File: config.mk
export PLATFORM = sky130hd
export DESIGN_NAME = pll_seq_ctrl
export DESIGN_NICKNAME = d
export VERILOG_FILES = /design/src/rtl/pll_seq_pkg.sv /design/src/rtl/pll_seq_timer.sv /design/src/rtl/pll_rate_calc.sv /design/src/rtl/pll_seq_ctrl.sv
export SDC_FILE = /design/constraint.sdc
export NUM_CORES = 1
export LEC_CHECK = 0
export CORE_MARGIN = 8
export CORE_UTILIZATION = 60
export CTS_BUF_LIST = sky130_fd_sc_hd__clkbuf_8
export DETAILED_ROUTE_END_ITERATION = 10
export DONT_BUFFER_PORTS = 1
export PLACE_DENSITY = 0.82
export SETUP_SLACK_MARGIN = 0.1
export SKIP_LAST_GASP = 1
export SYNTH_ARGS = -nofsm -noshare
export SYNTH_HDL_FRONTEND = slang
export SYNTH_SLANG_ARGS = --single-unit
File: constraint.sdc
create_clock -name clk -period 6.8 [get_ports clk]
set_input_delay 0.68 -clock clk [delete_from_list [all_inputs] [get_ports clk]]
set_output_delay 0.68 -clock clk [all_outputs]
set_load 0.03 [all_outputs]
File: src/rtl/pll_seq_pkg.sv
package pll_seq_pkg;
   localparam int MB_OUT = 0;
   localparam int MB_BYP = 1;
   localparam int MB_RST = 2;

   localparam logic [2:0] MODE_OFF = 3'b000;
   localparam logic [2:0] MODE_BYP = 3'b010;
   localparam logic [2:0] MODE_REL = 3'b110;
   localparam logic [2:0] MODE_ON  = 3'b111;

   typedef enum logic [2:0] {
      ST_OFF,
      ST_SETTLE,
      ST_LOCKWAIT,
      ST_ON,
      ST_RESTART
   } seq_state_e;
endpackage

File: src/rtl/pll_seq_timer.sv
module pll_seq_timer #(
   parameter int CNT_W = 16
) (
   input  logic             clk,
   input  logic             rst_n,
   input  logic             load,
   input  logic [CNT_W-1:0] load_val,
   output logic             expired
);
   logic [CNT_W-1:0] cnt_q;

   always_ff @(posedge clk or negedge rst_n) begin
      if (!rst_n)
         cnt_q <= '0;
      else if (load)
         cnt_q <= load_val;
      else if (cnt_q != '0)
         cnt_q <= cnt_q - 1'b1;
   end

   assign expired = (cnt_q == '0);

   // the counter never moves upward unless it is reloaded
   a_r3_timer_down : assert property (@(posedge clk) disable iff (!rst_n)
      !load |=> (cnt_q <= $past(cnt_q)));
endmodule

File: src/rtl/pll_rate_calc.sv
module pll_rate_calc #(
   parameter int RATE_W     = 16,
   parameter int MULT_W     = 12,
   parameter int REF_RATE   = 19,
   parameter int VCO_THRESH = 1200
) (
   input  logic [RATE_W-1:0] target,
   output logic [MULT_W-1:0] mult,
   output logic              vco_hi
);
   localparam int MAX_QUOT = ((2 ** RATE_W) - 1) / REF_RATE;

   generate
      if (REF_RATE < 1) begin : g_bad_ref
         $error("REF_RATE must be positive");
      end
      if (MAX_QUOT >= (2 ** MULT_W)) begin : g_bad_mult
         $error("MULT_W too narrow for the largest quotient");
      end
   endgenerate

   logic [RATE_W-1:0] quot;
   assign quot   = target / RATE_W'(REF_RATE);
   assign mult   = MULT_W'(quot);
   assign vco_hi = (target > RATE_W'(VCO_THRESH));
endmodule

File: src/rtl/pll_seq_ctrl.sv
module pll_seq_ctrl
   import pll_seq_pkg::*;
#(
   parameter int CLK_MHZ         = 100,
   parameter int SETTLE_US       = 10,
   parameter int FIXED_WAIT_US   = 60,
   parameter int LOCK_TIMEOUT_US = 200,
   parameter bit USE_LOCK        = 1'b1,
   parameter int RATE_W          = 16,
   parameter int MULT_W          = 12,
   parameter int FRAC_W          = 16,
   parameter int REF_RATE        = 19,
   parameter int VCO_THRESH      = 1200
) (
   input  logic              clk,
   input  logic              rst_n,
   input  logic              en_req,
   input  logic              dis_req,
   input  logic              rate_req,
   input  logic [RATE_W-1:0] rate_target,
   input  logic              pll_lock,
   output logic [2:0]        mode_o,
   output logic [MULT_W-1:0] mult_o,
   output logic              vco_hi_o,
   output logic [FRAC_W-1:0] frac_num_o,
   output logic [FRAC_W-1:0] frac_den_o,
   output logic              busy_o,
   output logic              err_o,
   output logic              enabled_o
);
   localparam int SETTLE_CYC = SETTLE_US * CLK_MHZ;
   localparam int WAIT_CYC   = USE_LOCK ? LOCK_TIMEOUT_US * CLK_MHZ : FIXED_WAIT_US * CLK_MHZ;
   localparam int MAX_CYC    = (SETTLE_CYC > WAIT_CYC) ? SETTLE_CYC : WAIT_CYC;
   localparam int CNT_W      = $clog2(MAX_CYC + 1);

   generate
      if (SETTLE_US < 5) begin : g_bad_settle
         $error("bypass-to-reset gap must be at least 5 us");
      end
      if (CLK_MHZ < 1 || WAIT_CYC < 1) begin : g_bad_wait
         $error("clock frequency and wait time must be positive");
      end
   endgenerate

   seq_state_e        state_q;
   logic [2:0]        mode_q;
   logic              tmr_load, tmr_exp;
   logic [CNT_W-1:0]  tmr_val;
   logic              wait_ok, wait_fail;
   logic [MULT_W-1:0] calc_mult;
   logic              calc_hi;
   logic              en_take;

   pll_rate_calc #(
      .RATE_W(RATE_W), .MULT_W(MULT_W), .REF_RATE(REF_RATE), .VCO_THRESH(VCO_THRESH)
   ) u_rate (
      .target(rate_target), .mult(calc_mult), .vco_hi(calc_hi)
   );

   pll_seq_timer #(.CNT_W(CNT_W)) u_tmr (
      .clk(clk), .rst_n(rst_n), .load(tmr_load), .load_val(tmr_val), .expired(tmr_exp)
   );

   // wait-for-lock variant
   generate
      if (USE_LOCK) begin : g_poll
         assign wait_ok   = pll_lock;
         assign wait_fail = tmr_exp;
      end else begin : g_fixed
         logic unused_lock;
         assign unused_lock = pll_lock;
         assign wait_ok     = tmr_exp;
         assign wait_fail   = 1'b0;
      end
   endgenerate

   assign en_take = (state_q == ST_OFF) && !rate_req && en_req && (mode_q == MODE_OFF);

   always_comb begin
      tmr_load = 1'b0;
      tmr_val  = CNT_W'(SETTLE_CYC - 1);
      if (en_take || state_q == ST_RESTART) begin
         tmr_load = 1'b1;
      end else if (state_q == ST_SETTLE && tmr_exp) begin
         tmr_load = 1'b1;
         tmr_val  = CNT_W'(WAIT_CYC - 1);
      end
   end

   always_ff @(posedge clk or negedge rst_n) begin
      if (!rst_n) begin
         state_q    <= ST_OFF;
         mode_q     <= MODE_OFF;
         mult_o     <= '0;
         vco_hi_o   <= 1'b0;
         frac_num_o <= '0;
         frac_den_o <= '0;
         err_o      <= 1'b0;
      end else begin
         case (state_q)
            ST_OFF: begin
               if (rate_req) begin
                  mult_o   <= calc_mult;
                  vco_hi_o <= calc_hi;
               end else if (en_take) begin
                  frac_num_o <= '0;
                  frac_den_o <= FRAC_W'(1);
                  err_o      <= 1'b0;
                  mode_q     <= MODE_BYP;
                  state_q    <= ST_SETTLE;
               end
            end
            ST_SETTLE: begin
               if (tmr_exp) begin
                  mode_q  <= MODE_REL;
                  state_q <= ST_LOCKWAIT;
               end
            end
            ST_LOCKWAIT: begin
               if (wait_ok) begin
                  mode_q  <= MODE_ON;
                  state_q <= ST_ON;
               end else if (wait_fail) begin
                  mode_q  <= MODE_OFF;
                  err_o   <= 1'b1;
                  state_q <= ST_OFF;
               end
            end
            ST_ON: begin
               if (dis_req) begin
                  mode_q  <= MODE_OFF;
                  state_q <= ST_OFF;
               end else if (rate_req) begin
                  mode_q   <= MODE_OFF;
                  mult_o   <= calc_mult;
                  vco_hi_o <= calc_hi;
                  state_q  <= ST_RESTART;
               end
            end
            ST_RESTART: begin
               mode_q  <= MODE_BYP;
               state_q <= ST_SETTLE;
            end
            default: begin
               mode_q  <= MODE_OFF;
               state_q <= ST_OFF;
            end
         endcase
      end
   end

   assign mode_o    = mode_q;
   assign busy_o    = (state_q != ST_OFF) && (state_q != ST_ON);
   assign enabled_o = (mode_q == MODE_ON);

   // checking logic: cycles spent in bypass-off, reset-held
   logic [CNT_W-1:0] byp_cnt;
   always_ff @(posedge clk or negedge rst_n) begin
      if (!rst_n)
         byp_cnt <= '0;
      else if (mode_q != MODE_BYP)
         byp_cnt <= '0;
      else if (byp_cnt != {CNT_W{1'b1}})
         byp_cnt <= byp_cnt + 1'b1;
   end

   a_r2_legal_mode : assert property (@(posedge clk) disable iff (!rst_n)
      (mode_o == MODE_OFF) || (mode_o == MODE_BYP) || (mode_o == MODE_REL) || (mode_o == MODE_ON));

   a_r2_out_after_release : assert property (@(posedge clk) disable iff (!rst_n)
      $rose(mode_o[MB_OUT]) |-> ($past(mode_o[MB_RST]) && $past(mode_o[MB_BYP])));

   a_r3_min_gap : assert property (@(posedge clk) disable iff (!rst_n)
      $rose(mode_o[MB_RST]) |-> ($past(byp_cnt) >= CNT_W'(SETTLE_CYC - 1)));

   a_r6_err_off : assert property (@(posedge clk) disable iff (!rst_n)
      $rose(err_o) |-> (mode_o == MODE_OFF && !busy_o));

   a_r7_disable : assert property (@(posedge clk) disable iff (!rst_n)
      (mode_o == MODE_ON && dis_req) |=> (mode_o == MODE_OFF));

   a_r12_busy_hold : assert property (@(posedge clk) disable iff (!rst_n)
      (busy_o && rate_req) |=> $stable(mult_o));
endmodule

==> results of run 1 <==
## worst max-delay path, delay by kind of cell
kind / cells / cell delay, ns
AND/OR/NAND/NOR: 11 / 3.17
AO/OA/AOI/OAI: 12 / 2.62
multiplexers: 2 / 0.54
XOR/XNOR: 1 / 0.24
buffers and inverters: 1 / 0.14
## cell type report
type	count	area, sq um	area share [%]
multi-input combinational	583	4200	64.4
timing repair buffer	146	1120	17.2
sequential	36	901	13.8
tap	108	135	2.07
inverter	22	82.6	1.27
clock buffer	5	68.8	1.06
clock inverter	3	16.3	0.249
## layer usage
metal / vias to the layer above / global-route usage [%]
li1: 2727 / -
met1: 2723 / 31.1
met2: 262 / 46.5
met3: 62 / 3.61
met4: 0 / 14.8
met5: - / 0
## per-stage QoR
| stage | utilization (%) | worst slack, ns | hold slack (ns) | total power (W) | std cells |
|---|---|---|---|---|---|
| global placement | 70.7 | -0.463 | 0.386 | 0.00308 | 876 |
| detailed placement | 70.7 | -0.665 | 0.386 | 0.00317 | 876 |
| global route | 76.6 | -0.735 | 0.0481 | 0.00424 | 903 |
| finish | 76.6 | -0.403 | 0.0686 | 0.00397 | 903 |
| floorplan | - | -0.437 | 0.384 | 0.00226 | 716 |
| CTS | 75.6 | -0.224 | 0.0596 | 0.00381 | 898 |
## worst max-delay path by stage
stage / from / end / slack (ns) / depth (start not counted)
after CTS: rate_target[15] / mult_o[0] / -0.22 / 28
after global placement: rate_target[15] / mult_o[0] / -0.46 / 29
after detailed placement: rate_target[15] / mult_o[0] / -0.66 / 29
after floorplan: rate_target[13] / mult_o[0] / -0.44 / 27
after global routing: rate_target[15] / mult_o[0] / -0.73 / 29
final: rate_target[15] / mult_o[0] / -0.40 / 27
## power breakdown
part	switching (W)	internal (W)	total, W
clock	0.0000828	0.0000703	0.000153
combinational	0.00165	0.00168	0.00333
sequential	0.000183	0.000303	0.000486
## cells by family (layout without fill, tap and decap cells)
logic type      after synthesis  count (layout)  synth area share, %
simple gates                282             282                 28.9
fa+ha+maj                     7               7                 1.51
flops                        36              36                 17.5
other cells                   1              31               0.0728
xor+xnor                     20              20                 3.69
buf+inv                      97             176                 10.2
mux                          19              19                 4.37
compound gates              224             224                 33.8
## sequential cells by signal (all words and copies together) (netlist names)
register,flops
vco_hi_o,1
err_o,1
frac_den_o,1
mode_o,3
u_tmr.cnt_q,15
state_q,3
mult_o,12
## synth_stat cells (all sizes together) (15+ instances only)
cell and number:
a211oi 15, a21oi 35, buf 52, clkbuf 23, dfrtp 36, inv 20
nand2 83, nand2b 15, nand3 17, nor2 56, nor3 26, o21ai 53
## what timing repair did
| item | in CTS | in global routing |
|---|---|---|
| setup buffers | 14 | 5 |
| cloned | 0 | 0 |
| endpoints found under the setup margin | 2 | 2 |
| gates resized for setup | 45 | 9 |
| pin swaps | 27 | 6 |
==> results_tabular.tex, run 1 <==
\begin{tabular}{lr}
\hline
Metric & Value \\
\hline
\multicolumn{2}{l}{\textbf{Routing}} \\
Total DRC errors in the routed layout & 0 \\
Routed wire length per instance & 17.7 um \\
Routed wl met3 & 981 um \\
Uppermost layer routed & met4 \\
Vias & 5774 \\
Total routed wirelength & between 15000 and 20000 um \\
Remaining number of nets flagged by the antenna check after routing & 0 \\
Vias per inst & around 6.4 \\
Routed metal-1 wire length & around 6300 um \\
Number of design-rule violations left by the first detailed-router iteration & 350 \\
First-pass detailed-route iteration total & 5 \\
Met2 Wirelength & roughly 8000 um \\
\multicolumn{2}{l}{\textbf{Synthesis}} \\
Synthesis warning total & 0 \\
Number of library cell types mapped by synthesis & 119 \\
Top post-synthesis cells by area & sky130\_fd\_sc\_hd\_\_dfrtp\_1, sky130\_fd\_sc\_hd\_\_nand2\_1, sky130\_fd\_sc\_hd\_\_buf\_4 \\
Area share of the largest cell type after synthesis & $\sim$17\% \\
Number of enable flip-flop cells after synthesis & 0 \\
Top\_reg\_cell synth & sky130\_fd\_sc\_hd\_\_dfrtp\_1 \\
Async set-reset flop share out of synthesis & 100\% \\
Largest area contributor in the netlist & sky130\_fd\_sc\_hd\_\_dfrtp\_1 \\
Summed instance area of the synthesized netlist & about 5200 sq um \\
Register bit total from synthesis & 36 \\
Portion of the post-synthesis area used by sequential elements & roughly 17\% \\
Post-Syn Area per Cell & roughly 7.5 sq um \\
Cell count after synthesis & 686 \\
\multicolumn{2}{l}{\textbf{Floorplanning}} \\
Floorplan Core Area & approximately 8500 sq um \\
Horizontal extent of the die & $\sim$110 um \\
Number of primary I/O pins & 73 \\
Chip height & between 100 and 150 um \\
Initial standard-cell utilization of the core & between 60 and 70\% \\
Die ar. & about 12000 sq um \\
Number of cell rows & 34 \\
\multicolumn{2}{l}{\textbf{STA}} \\
Setup repair after global routing missed its margin & yes \\
Smallest setup slack after layout & -0.403 ns \\
Final Max Tran Viols & 0 \\
Period utilization & 106\% \\
Total count of hold-check failures in the final report & 0 \\
Max-slew headroom & between 20\% and 30\% \\
Final setup violating endpoints & 2 \\
Minimum clock period after layout & between 7 and 8 ns \\
Pin slew with the least headroom to its limit & between 1 and 1.5 ns \\
Upper clock frequency limit & $\sim$140 MHz \\
Worst Clk Skew & a little over 0.009 ns \\
Sum of negative setup slack & -0.668 ns \\
\multicolumn{2}{l}{\textbf{CTS}} \\
Sinks on the clock net & 36 \\
Inserted Clock Buffers & 5 \\
CTS max path bufs & 2 \\
CTS tree & done \\
Clock latency reported for the late side of the worst-skew pair & around 0.3 ns \\
Clock-pin slew reported for the worst setup and hold paths after clock tree synthesis & 0.08 ns \\
Master cell of the clock root buffer & sky130\_fd\_sc\_hd\_\_clkbuf\_8 \\
Count of hold-fix buffers inserted at cts & 0 \\
Number of levels in the clock H-tree & 2 \\
\multicolumn{2}{l}{\textbf{Global routing}} \\
First-pass GRT wire length & 26500 um \\
Largest net degree at the start of global routing & 37 \\
Overall global routing resource usage & 26.7\% \\
Number of antenna violations at the first check in global routing & 0 \\
Leftover overflow at the end of global routing & 0 \\
Vias in the first global route & around 5700 \\
\multicolumn{2}{l}{\textbf{Min path}} \\
Class of the most critical hold timing path & primary input to asynchronous set/reset pin \\
\multicolumn{2}{l}{\textbf{Layout}} \\
Number of filler instances in the final layout & 586 \\
Signed area change from the synthesized netlist to the final layout & 26.5\% \\
Final std cell area, no fill & 6520 sq um \\
Commonest cells after routing, fill and taps aside & sky130\_fd\_sc\_hd\_\_buf\_4, sky130\_fd\_sc\_hd\_\_nand2\_1, sky130\_fd\_sc\_hd\_\_nor2\_1, sky130\_fd\_sc\_hd\_\_dfrtp\_1, sky130\_fd\_sc\_hd\_\_conb\_1 \\
Most frequent standard cell in the layout excluding fill and tap cells & sky130\_fd\_sc\_hd\_\_buf\_4 \\
Count of antenna diodes in the layout & 0 \\
Nets@finish & around 820 \\
Share of layout cells above drive strength 1 & 32.3\% \\
\multicolumn{2}{l}{\textbf{Setup path}} \\
Crit Path Class & primary input to flop \\
Data required time of the critical path & around 7.0 ns \\
Kind of start point of the critical path & primary input \\
Arr. time, crit path & 7.39 ns \\
Worst reg-to-reg path cell count & 10 \\
Worst-path cell with the longest stage delay & sky130\_fd\_sc\_hd\_\_or4b\_4 \\
Worst setup EP type & flop \\
Reg-to-reg setup timing slack & 3.49 ns \\
Delay of the slowest cell on the worst path & between 0.5 and 0.6 ns \\
Reg-to-Reg End & mode\_o[1] \\
CP Max Fanout & 30 \\
Reg-to-reg critical path startpoint & u\_tmr.cnt\_q[7] \\
\multicolumn{2}{l}{\textbf{Placed design}} \\
\# port buffers & 0 \\
Final GP Congestion & around 0.95 \\
Total half-perimeter wirelength after legalization and detailed placement & roughly 11000 um \\
Area of placed instances & between 6000 and 7000 sq um \\
\multicolumn{2}{l}{\textbf{Power and ir drop}} \\
LEAKAGE & approximately 2.7 nW \\
PwrDens & about 610 nW/um\^{}2 \\
Max IR drop VDD & 0.346 mV \\
\multicolumn{2}{l}{\textbf{Run}} \\
Max Cap Viol & 0 \\
\multicolumn{2}{l}{\textbf{Status}} \\
Violated checks & setup timing \\
Run status & complete, but fails checks \\
\hline
\end{tabular}
No activity file was read; power rests on OpenSTA's default activity.
==> run 2, diff against run 1 <==
--- a/config.mk
+++ b/config.mk
@@ -5,12 +5,12 @@
 export SDC_FILE = /design/constraint.sdc
 export NUM_CORES = 1
 export LEC_CHECK = 0
-export CORE_MARGIN = 8
+export CORE_MARGIN = 2
 export CORE_UTILIZATION = 60
 export CTS_BUF_LIST = sky130_fd_sc_hd__clkbuf_8
 export DETAILED_ROUTE_END_ITERATION = 10
 export DONT_BUFFER_PORTS = 1
-export PLACE_DENSITY = 0.82
+export PLACE_DENSITY = 0.79
 export SETUP_SLACK_MARGIN = 0.1
 export SKIP_LAST_GASP = 1
 export SYNTH_ARGS = -nofsm -noshare
==> constraint.sdc (replaced) <==
create_clock -name clk -period 8.6 [get_ports clk]
set_input_delay 0.86 -clock clk [delete_from_list [all_inputs] [get_ports clk]]
set_output_delay 0.86 -clock clk [all_outputs]
set_load 0.03 [all_outputs]
==> results_tabular.tex, run 2 (synthesis results as in run 1) <==
\begin{tabular}{lr}
\hline
Metric & Value \\
\hline
\multicolumn{2}{l}{\textbf{Status}} \\
Run status & finished, final reports clean (was complete, but fails checks) \\
\multicolumn{2}{l}{\textbf{STA}} \\
Pin slew with the least headroom to its limit & 0.701 ns (was 1.18 ns) \\
Final Max Tran Viols & 0 (unchanged) \\
Total count of hold-check failures in the final report & 0 (unchanged) \\
Period utilization & between 90\% and 100\% \\
Setup repair after global routing missed its margin & no (was yes) \\
Upper clock frequency limit & $\sim$120 MHz \\
Smallest setup slack after layout & 0.526 ns (was -0.403 ns) \\
Max-slew headroom & 53.1\% (was 20.5\%) \\
Minimum clock period after layout & 8.07 ns \\
Worst Clk Skew & 0.0150 ns (was 0.00933 ns) \\
Sum of negative setup slack & 0 ns (was -0.668 ns) \\
Final setup violating endpoints & 0 (was 2) \\
\multicolumn{2}{l}{\textbf{CTS}} \\
Clock latency reported for the late side of the worst-skew pair & 0.30 ns (about the same) \\
Inserted Clock Buffers & 5 (unchanged) \\
Sinks on the clock net & 36 (unchanged) \\
Number of levels in the clock H-tree & 2 (unchanged) \\
Master cell of the clock root buffer & sky130\_fd\_sc\_hd\_\_clkbuf\_8 (unchanged) \\
CTS max path bufs & 2 (unchanged) \\
Clock-pin slew reported for the worst setup and hold paths after clock tree synthesis & 0.09 ns (was 0.08 ns) \\
Count of hold-fix buffers inserted at cts & 0 (unchanged) \\
CTS tree & done (unchanged) \\
\multicolumn{2}{l}{\textbf{Power and ir drop}} \\
Max IR drop VDD & 0.211 mV (was 0.346 mV) \\
LEAKAGE & 1.96 nW (was 2.72 nW) \\
PwrDens & 412 nW/um\^{}2 (was 609 nW/um\^{}2) \\
\multicolumn{2}{l}{\textbf{Setup path}} \\
Reg-to-reg setup timing slack & 5.41 ns (was 3.49 ns) \\
Arr. time, crit path & 8.27 ns (was 7.39 ns) \\
Reg-to-reg critical path startpoint & u\_tmr.cnt\_q[0] (was u\_tmr.cnt\_q[7]) \\
Crit Path Class & primary input to flop (unchanged) \\
Delay of the slowest cell on the worst path & 0.56 ns (was 0.54 ns) \\
Reg-to-Reg End & mode\_o[1] (unchanged) \\
Worst-path cell with the longest stage delay & sky130\_fd\_sc\_hd\_\_or4\_4 (was sky130\_fd\_sc\_hd\_\_or4b\_4) \\
Data required time of the critical path & 8.80 ns (was 6.99 ns) \\
Worst reg-to-reg path cell count & 12 (was 10) \\
Most prevalent standard cell on the critical path & sky130\_fd\_sc\_hd\_\_nor4\_4 \\
Worst setup EP type & flop (unchanged) \\
CP Max Fanout & 30 (unchanged) \\
Worst setup path startpoint & rate\_target[13] (was rate\_target[15]) \\
End point of the critical path & mult\_o[0] (unchanged) \\
Kind of start point of the critical path & primary input (unchanged) \\
\multicolumn{2}{l}{\textbf{Placed design}} \\
\# port buffers & 0 (unchanged) \\
Setup slack after placement & 0.221 ns (was -0.665 ns) \\
Total half-perimeter wirelength after legalization and detailed placement & 9310 um (was 11500 um) \\
Final GP Congestion & 0.913 (was 0.947) \\
\multicolumn{2}{l}{\textbf{Run}} \\
Max Cap Viol & 0 (unchanged) \\
\multicolumn{2}{l}{\textbf{Routing}} \\
Routed wire length per instance & 16.6 um (was 17.7 um) \\
Total DRC errors in the routed layout & 0 (unchanged) \\
Number of design-rule violations left by the first detailed-router iteration & 296 (was 350) \\
Remaining number of nets flagged by the antenna check after routing & 0 (unchanged) \\
Vias & 5013 (was 5774) \\
Total routed wirelength & 12600 um (was 15900 um) \\
Vias per inst & 6.58 (was 6.39) \\
First-pass detailed-route iteration total & 5 (unchanged) \\
\multicolumn{2}{l}{\textbf{Layout}} \\
Register bank with the most flops & u\_tmr.cnt\_q (unchanged) \\
Area of the multi-input gates & 3860 sq um (was 4200 sq um) \\
Nets@finish & 680 (was 818) \\
Number of filler instances in the final layout & 734 (was 586) \\
Largest registers ranked by flip-flop count & u\_tmr.cnt\_q (15), mult\_o (12) (unchanged) \\
Area of all sequential standard cells & 901 sq um (unchanged) \\
Share of layout cells above drive strength 1 & 12.3\% (was 32.3\%) \\
Number of flip-flops in the largest register & 15 (unchanged) \\
Commonest cells after routing, fill and taps aside & sky130\_fd\_sc\_hd\_\_nand2\_1, sky130\_fd\_sc\_hd\_\_nor2\_1, sky130\_fd\_sc\_hd\_\_o21ai\_0, sky130\_fd\_sc\_hd\_\_dfrtp\_1, sky130\_fd\_sc\_hd\_\_a21oi\_1 (was sky130\_fd\_sc\_hd\_\_buf\_4, sky130\_fd\_sc\_hd\_\_nand2\_1, sky130\_fd\_sc\_hd\_\_nor2\_1, sky130\_fd\_sc\_hd\_\_dfrtp\_1, sky130\_fd\_sc\_hd\_\_conb\_1) \\
Signed area change from the synthesized netlist to the final layout & -0.534\% (was 26.5\%) \\
Count of antenna diodes in the layout & 0 (unchanged) \\
Most frequent standard cell in the layout excluding fill and tap cells & sky130\_fd\_sc\_hd\_\_nand2\_1 (was sky130\_fd\_sc\_hd\_\_buf\_4) \\
\multicolumn{2}{l}{\textbf{Global routing}} \\
Overall global routing resource usage & 26.1\% (was 26.7\%) \\
First-pass GRT wire length & 21400 um (was 26500 um) \\
Number of antenna violations at the first check in global routing & 0 (unchanged) \\
Leftover overflow at the end of global routing & 0 (unchanged) \\
Largest net degree at the start of global routing & 37 (unchanged) \\
Vias in the first global route & 4612 (was 5747) \\
\multicolumn{2}{l}{\textbf{Floorplanning}} \\
Number of cell rows & 33 (was 34) \\
Die ar. & 9350 sq um (was 11800 sq um) \\
Initial standard-cell utilization of the core & 62.4\% (was 60.6\%) \\
Horizontal extent of the die & 96.7 um (was 109 um) \\
Number of primary I/O pins & 73 (unchanged) \\
Floorplan Core Area & 8260 sq um (was 8510 sq um) \\
Chip height & 96.7 um (was 109 um) \\
\multicolumn{2}{l}{\textbf{Min path}} \\
Class of the most critical hold timing path & primary input to asynchronous set/reset pin (unchanged) \\
\hline
\end{tabular}
[run 2: how the worst min path moves through the flow]
stage	startpoint	endpoint	cells after the start
6_report	rst_n	u_tmr.cnt_q[1]	0
4_1_cts	rst_n	mult_o[2]	0
3_5_place_dp	u_tmr.cnt_q[8]	u_tmr.cnt_q[8]	2
5_1_grt	rst_n	mult_o[2]	0
2_1_floorplan	u_tmr.cnt_q[8]	u_tmr.cnt_q[8]	2
3_3_place_gp	u_tmr.cnt_q[8]	u_tmr.cnt_q[8]	2
[run 2: per-layer routing]
metal	vias to the layer above	GRT usage, %	routed length, um
met4	0	10.3	333
li1	2444	-	-
met2	198	42.1	5990
met1	2341	35.3	5530
met3	30	3.90	774
met5	-	0	0
[run 2: layout make-up]
class / instances / area share, %
multi-input combinational: 583 / 75.3
sequential: 36 / 17.6
tap: 105 / 2.56
clock buffer: 6 / 1.61
inverter: 22 / 1.61
timing repair buffer: 8 / 1.17
clock inverter: 2 / 0.220
[run 2: worst max-delay path: cells and delay by family]
family | cells | cell delay (ns)
and+or+nand+nor | 11 | 3.16
muxes | 2 | 0.79
AOI/OAI and AO/OA | 12 | 3.18
xor gates and xnor gates | 1 | 0.26
[run 2: report_power, final]
part / internal (W) / switching, W / leakage (nW)
combinational: 0.000661 / 0.000942 / 1.48
sequential: 0.000239 / 0.000140 / 0.430
clock: 0.0000640 / 0.0000650 / 0.0486
[run 2: what timing repair did]
item	in CTS	in global routing
endpoints found under the hold margin	0	0
endpoints found under the setup margin	0	1
buffers inserted	0	2
resized for setup	0	3
[run 2: through the flow]
stage                     power, W  area, sq um  instances  utilization (%)  hold WS [ns]
after floorplan            0.00170         5270        716                -         0.476
after global placement     0.00188         5000        752             60.6         0.493
after detailed placement   0.00193         5000        752             60.6         0.510
after CTS                  0.00207         5090        760             61.7         0.242
after global routing       0.00229         5130        762             62.1         0.236
final                      0.00211         5130        762             62.1         0.247
